$ cat src/rtl/doorbell_pkg.sv
package doorbell_pkg;
  typedef enum logic [1:0] {
    SEL_INBOUND  = 2'd0,
    SEL_OUTBOUND = 2'd1,
    SEL_ENABLE   = 2'd2,
    SEL_NONE     = 2'd3
  } db_sel_e;
endpackage

$ cat src/rtl/db_w1_reg.sv
// Doorbell register cell: one side sets bits, the other clears them, set wins.
module db_w1_reg #(
  parameter int W = 32
) (
  input  logic         clk,
  input  logic         rst_n,
  input  logic [W-1:0] set_mask,
  input  logic [W-1:0] clr_mask,
  output logic [W-1:0] q
);
  always_ff @(posedge clk or negedge rst_n) begin
    if (!rst_n) q <= '0;
    else        q <= (q & ~clr_mask) | set_mask;
  end
endmodule

$ cat src/rtl/db_side_port.sv
// Per-side access port: turns a write into doorbell masks and muxes read data.
module db_side_port
  import doorbell_pkg::*;
#(
  parameter int W = 32
) (
  input  logic         wr,
  input  logic [1:0]   sel,
  input  logic [W-1:0] wdata,
  input  logic [W-1:0] inb_q,
  input  logic [W-1:0] outb_q,
  input  logic         en_q,
  output logic [W-1:0] inb_mask,
  output logic [W-1:0] outb_mask,
  output logic [W-1:0] rdata
);
  db_sel_e sel_e;
  assign sel_e = db_sel_e'(sel);

  assign inb_mask  = (wr && sel_e == SEL_INBOUND)  ? wdata : '0;
  assign outb_mask = (wr && sel_e == SEL_OUTBOUND) ? wdata : '0;

  always_comb begin
    case (sel_e)
      SEL_INBOUND:  rdata = inb_q;
      SEL_OUTBOUND: rdata = outb_q;
      SEL_ENABLE:   rdata = {{(W-1){1'b0}}, en_q};
      default:      rdata = '0;
    endcase
  end
endmodule

$ cat src/rtl/db_irq_out.sv
// Registered interrupt outputs for both directions.
module db_irq_out #(
  parameter int W = 32
) (
  input  logic         clk,
  input  logic         rst_n,
  input  logic [W-1:0] inb_q,
  input  logic [W-1:0] outb_q,
  input  logic         en_q,
  output logic         loc_irq,
  output logic         ext_irq_n
);
  always_ff @(posedge clk or negedge rst_n) begin
    if (!rst_n) begin
      loc_irq   <= 1'b0;
      ext_irq_n <= 1'b1;
    end else begin
      loc_irq   <= |inb_q;
      ext_irq_n <= !((|outb_q) && en_q);
    end
  end
endmodule

$ cat src/rtl/doorbell_bridge.sv
module doorbell_bridge
  import doorbell_pkg::*;
#(
  parameter int DB_W = 32
) (
  input  logic            clk,
  input  logic            rst_n,
  input  logic            loc_wr,
  input  logic [1:0]      loc_sel,
  input  logic [DB_W-1:0] loc_wdata,
  output logic [DB_W-1:0] loc_rdata,
  input  logic            ext_wr,
  input  logic [1:0]      ext_sel,
  input  logic [DB_W-1:0] ext_wdata,
  output logic [DB_W-1:0] ext_rdata,
  output logic            loc_irq,
  output logic            ext_irq_n
);
  logic [DB_W-1:0] inb_q, outb_q;
  logic            en_q;
  logic [DB_W-1:0] loc_inb_mask, loc_outb_mask;
  logic [DB_W-1:0] ext_inb_mask, ext_outb_mask;

  db_side_port #(.W(DB_W)) u_loc_port (
    .wr(loc_wr), .sel(loc_sel), .wdata(loc_wdata),
    .inb_q(inb_q), .outb_q(outb_q), .en_q(en_q),
    .inb_mask(loc_inb_mask), .outb_mask(loc_outb_mask), .rdata(loc_rdata)
  );

  db_side_port #(.W(DB_W)) u_ext_port (
    .wr(ext_wr), .sel(ext_sel), .wdata(ext_wdata),
    .inb_q(inb_q), .outb_q(outb_q), .en_q(en_q),
    .inb_mask(ext_inb_mask), .outb_mask(ext_outb_mask), .rdata(ext_rdata)
  );

  // Inbound: external side rings, local side acknowledges.
  db_w1_reg #(.W(DB_W)) u_inb (
    .clk(clk), .rst_n(rst_n),
    .set_mask(ext_inb_mask), .clr_mask(loc_inb_mask), .q(inb_q)
  );

  // Outbound: local side rings, external side acknowledges.
  db_w1_reg #(.W(DB_W)) u_outb (
    .clk(clk), .rst_n(rst_n),
    .set_mask(loc_outb_mask), .clr_mask(ext_outb_mask), .q(outb_q)
  );

  // Enable bit: written from the local side only.
  always_ff @(posedge clk or negedge rst_n) begin
    if (!rst_n) en_q <= 1'b0;
    else if (loc_wr && db_sel_e'(loc_sel) == SEL_ENABLE) en_q <= loc_wdata[0];
  end

  db_irq_out #(.W(DB_W)) u_irq (
    .clk(clk), .rst_n(rst_n),
    .inb_q(inb_q), .outb_q(outb_q), .en_q(en_q),
    .loc_irq(loc_irq), .ext_irq_n(ext_irq_n)
  );
endmodule

$ cat config.mk
export PLATFORM = sky130hd
export DESIGN_NAME = doorbell_bridge
export DESIGN_NICKNAME = d
export VERILOG_FILES = /design/src/rtl/doorbell_pkg.sv /design/src/rtl/db_w1_reg.sv /design/src/rtl/db_side_port.sv /design/src/rtl/db_irq_out.sv /design/src/rtl/doorbell_bridge.sv
export SDC_FILE = /design/constraint.sdc
export NUM_CORES = 1
export LEC_CHECK = 0
export ABC_AREA = 1
export BUFFER_PORTS_ARGS = -buffer_cell sky130_fd_sc_hd__buf_2
export CORE_ASPECT_RATIO = 1.1
export CORE_MARGIN = 10
export CORE_UTILIZATION = 45
export DETAILED_ROUTE_END_ITERATION = 8
export PLACE_DENSITY = 0.84
export SYNTH_ARGS = -nofsm -noshare
export SYNTH_HDL_FRONTEND = slang
export SYNTH_SLANG_ARGS = --single-unit
$ cat constraint.sdc
create_clock -name clk -period 0.9 [get_ports clk]
set_input_delay 0.18 -clock clk [delete_from_list [all_inputs] [get_ports clk]]
set_output_delay 0.18 -clock clk [all_outputs]
set_load 0.05 [all_outputs]
==> key figures <==
Status
  • Status: finished with violations
  • Failing checks: negative setup slack

Routing
  • Post-route antenna net violation count: 0
  • First drt pass iteration count: 9
  • Drt wl/cell: 26.73 microns
  • Remaining DRCs: 0
  • Final WL: 21890 microns
  • Iter 0 DRT Violations: 577
  • Vias per cell: 6.421
  • Via count: 5259

Logic synthesis
  • Syn Std Cell Area: 0.003661 sq mm
  • Top-count cell post-synth: inv_1
  • Synth warn: 0
  • Post-synth top cells: inv_1 (129), dfrtp_1 (66), o21ai_1 (66), o21ai_0 (64), o22ai_1 (62)
  • Syn_area_per_cell: 7.611 sq um
  • Yosys top cell area share: 0.4511
  • Syn Nets: 553
  • Cells after synthesis: 481
  • Synth unique cells: 20
  • Cell taking the most area after synthesis: dfrtp_1
  • Synth Flop Type: dfrtp_1
  • Seq/Total Area, Yosys: 0.4583
  • Asr flop ratio synth: 1.000
  • Post-synth EDFFs: 0
  • Top post-synthesis cells by area: dfrtp_1 (45%), inv_1 (13%), o22ai_1 (11%), o21ai_1 (9.0%), o21ai_0 (8.7%)
  • Number of synthesized register bits: 67

Critical path
  • Crit path capture type: primary output
  • Worst Path Required: 0.72 ns
  • Flop-to-flop setup slack: -0.51 ns
  • Crit path from: u_outb.q[27]
  • Critical-path maximum fanout: 2
  • Crit-path slowest cell: dfrtp_1
  • R2R cell count: 7
  • Worst r2r src: u_inb.q[0]
  • Worst EP arrival: 1.32 ns
  • Crit path buf inv count: 2
  • Kind of critical path: reg -> out
  • Slowest stage delay, CP: 0.41 ns
  • Worst Setup Start Kind: register
  • Crit path max-delay family: flip-flops
  • CP Cell Sequence: inv_2 -> o22ai_4 -> buf_12
  • Worst R2R End: u_irq.loc_irq

Placement
  • Area post-placement: 0.005896 sq mm
  • Final Wtd Congestion: 0.8665
  • Pre-CTS setup slack: -0.4412 ns
  • DP HPWL: 11370 microns
  • PortBufs: 137
  • Inst Count DP: 753

GRT
  • Largest net degree at the start of global routing: 33
  • Antenna violations before repair: 0
  • Tot GR Track Use: 0.3129
  • First-pass GRT wire length: 29970 microns
  • Vias in the first global route: 5467
  • GRT Residual Overflow: 0

Worst hold path
  • Hold Path Depth: 3
  • Hold wc startpoint: ext_wdata[25]
  • Hold endpoint: u_inb.q[25]
  • Hold WC Path Type: in -> reg

Final layout
  • Cell area after layout: 0.007206 sq mm
  • Final cell count without fillers: 819
  • Layout area overhead: 96.82%
  • Nets: 779
  • Layout cells sized above 1: 0.6132
  • Antenna diode count: 0

Timing
  • Slew @ Worst Pin: 0.3571 ns
  • RSZ-0062 raised after global routing: yes
  • FMAX: 668.5 MHz
  • Clock Skew: 0.01454 ns
  • Setup WS post-layout: -0.5959 ns
  • Setup Viol. Count Final: 82
  • Minimum hold slack: 0.07742 ns
  • Minimum clock period: 1.496 ns
  • Final Hold Viols: 0
  • TNS Setup: -31.80 ns
  • Final Max Tran Viols: 0
  • Worst rel slew slack: 0.7620
  • Fin crit share: 1.662

CTS
  • CTS buffer count: 9
  • CTS tree: done
  • Worst-path clk slew: 0.09 ns
  • Clock Sinks: 67
  • Clock Root Buffer: clkbuf_8
  • CTS H-tree lvls: 3
  • Clk buf depth: 2
  • Clk_lat worst skew: 0.37 ns

Floorplanning
  • Die ar.: 0.01215 sq mm
  • Site Rows: 34
  • Core area: 0.007913 sq mm
  • Chip height: 114.6 microns
  • Starting Density: 0.4627
  • DIE WIDTH: 106 microns
  • I/O pins: 138

Job
  • Max-cap viol count: 0

Power and ir drop
  • Pwr per Cell Area: 2131 mW/mm^2
  • Internal Dissipation: 8.650 mW
  • Peak supply drop: 0.001561 V
  • Psw: 6.705 mW
  • Seq pwr share: 0.272
  • Clk network pwr share: 0.210
  • Switching share of total power: 0.4367
  • Static leakage: 3.293 nW
  • Logic pwr share: 0.518
power groups by stage:
stage / clock [mW] / combinational (mW) / sequential [mW]
CTS: 3.09 / 6.95 / 4.03
floorplan: 0 / 4.19 / 3.97
global route: 3.29 / 8.18 / 4.19
detailed placement: 0 / 5.68 / 4.09
global placement: 0 / 5.50 / 4.03
finish: 3.23 / 7.95 / 4.17
stage by stage:
stage / util / total power, mW
global placement: 0.7451 / 9.529
floorplan: - / 8.162
global route: 0.9107 / 15.67
finish: 0.9107 / 15.36
CTS: 0.8741 / 14.07
detailed placement: 0.7451 / 9.770
worst register-to-register path, delay by kind of cell (launching register included):
family | cells | cell delay [ns]
and+or+nand+nor | 5 | 0.61
DFF | 1 | 0.41
buffers and inverters | 2 | 0.26
flip-flops by register name (all words and copies together) (netlist names):
| signal | flops |
|---|---|
| u_irq.loc_irq | 1 |
| u_inb.q | 32 |
| en_q | 1 |
| u_outb.q | 32 |
| u_irq.ext_irq_n | 1 |
routing by layer:
metal  track usage  part of all wire
met2        0.5615              0.49
met1        0.3147              0.32
met3       0.07545             0.095
met5             0                 0
met4        0.2123             0.090
logic make-up after synthesis:
group           after synthesis  synth area share
flops                        67            0.4583
buf+inv                     156            0.1750
compound gates              194            0.2885
simple gates                 64           0.07827
timing repair:
action                                 in CTS  in global routing
setup buffers                              43                 26
pin swaps                                  72                 41
setup endpoints to repair                  69                102
resized for setup                         201                100
hold buffers                                1                  0
endpoints found under the hold margin       6                  0
layout make-up:
| cell class | instances | area (sq um) |
|---|---|---|
| flip-flops and latches | 67 | 1680 |
| inverters | 132 | 523.0 |
| multi-input cells | 258 | 2465 |
| fillers | 287 | 706.9 |
| clock inverters | 4 | 98.84 |
| well taps | 108 | 135.1 |
| clock buffers | 11 | 141.4 |
| repair buffers | 239 | 2162 |
placed cells by master, fill, tap and decap left out:
cell            n
nand3_1         1
nor2_4          7
o221ai_4        2
nor3_4          1
nand3_2         3
inv_2          64
nor2_2          6
buf_8           8
o22ai_4        62
nand3_4         2
inv_6           1
nand2_4         2
nand2_2         7
buf_4          70
inv_4           1
nor3_2          5
nand2_8         2
bufinv_16       3
inv_16          1
buf_2          71
dlygate4sd3_1   1
clkbuf_1        1
nand4_1         1
inv_1          64
o21ai_1        98
clkinvlp_4      1
dfrtp_2         2
o21ai_2        14
o21ai_0        18
dfstp_2         1
nor3_1          1
dfrtp_1        64
nor2_1         12
clkbuf_8       10
nand2_1        14
buf_6          72
clkinv_4        1
buf_12         17
how the worst max path moves through the flow:
stage | to | slack, ns | depth (start not counted)
after floorplan | ext_rdata[10] | -0.18 | 4
after global placement | loc_rdata[11] | -0.41 | 6
after detailed placement | ext_rdata[0] | -0.44 | 6
after CTS | ext_rdata[27] | -0.48 | 3
after global routing | ext_rdata[27] | -0.63 | 3
final | ext_rdata[27] | -0.60 | 3
Note: power is estimated with default switching activity, not from simulation.
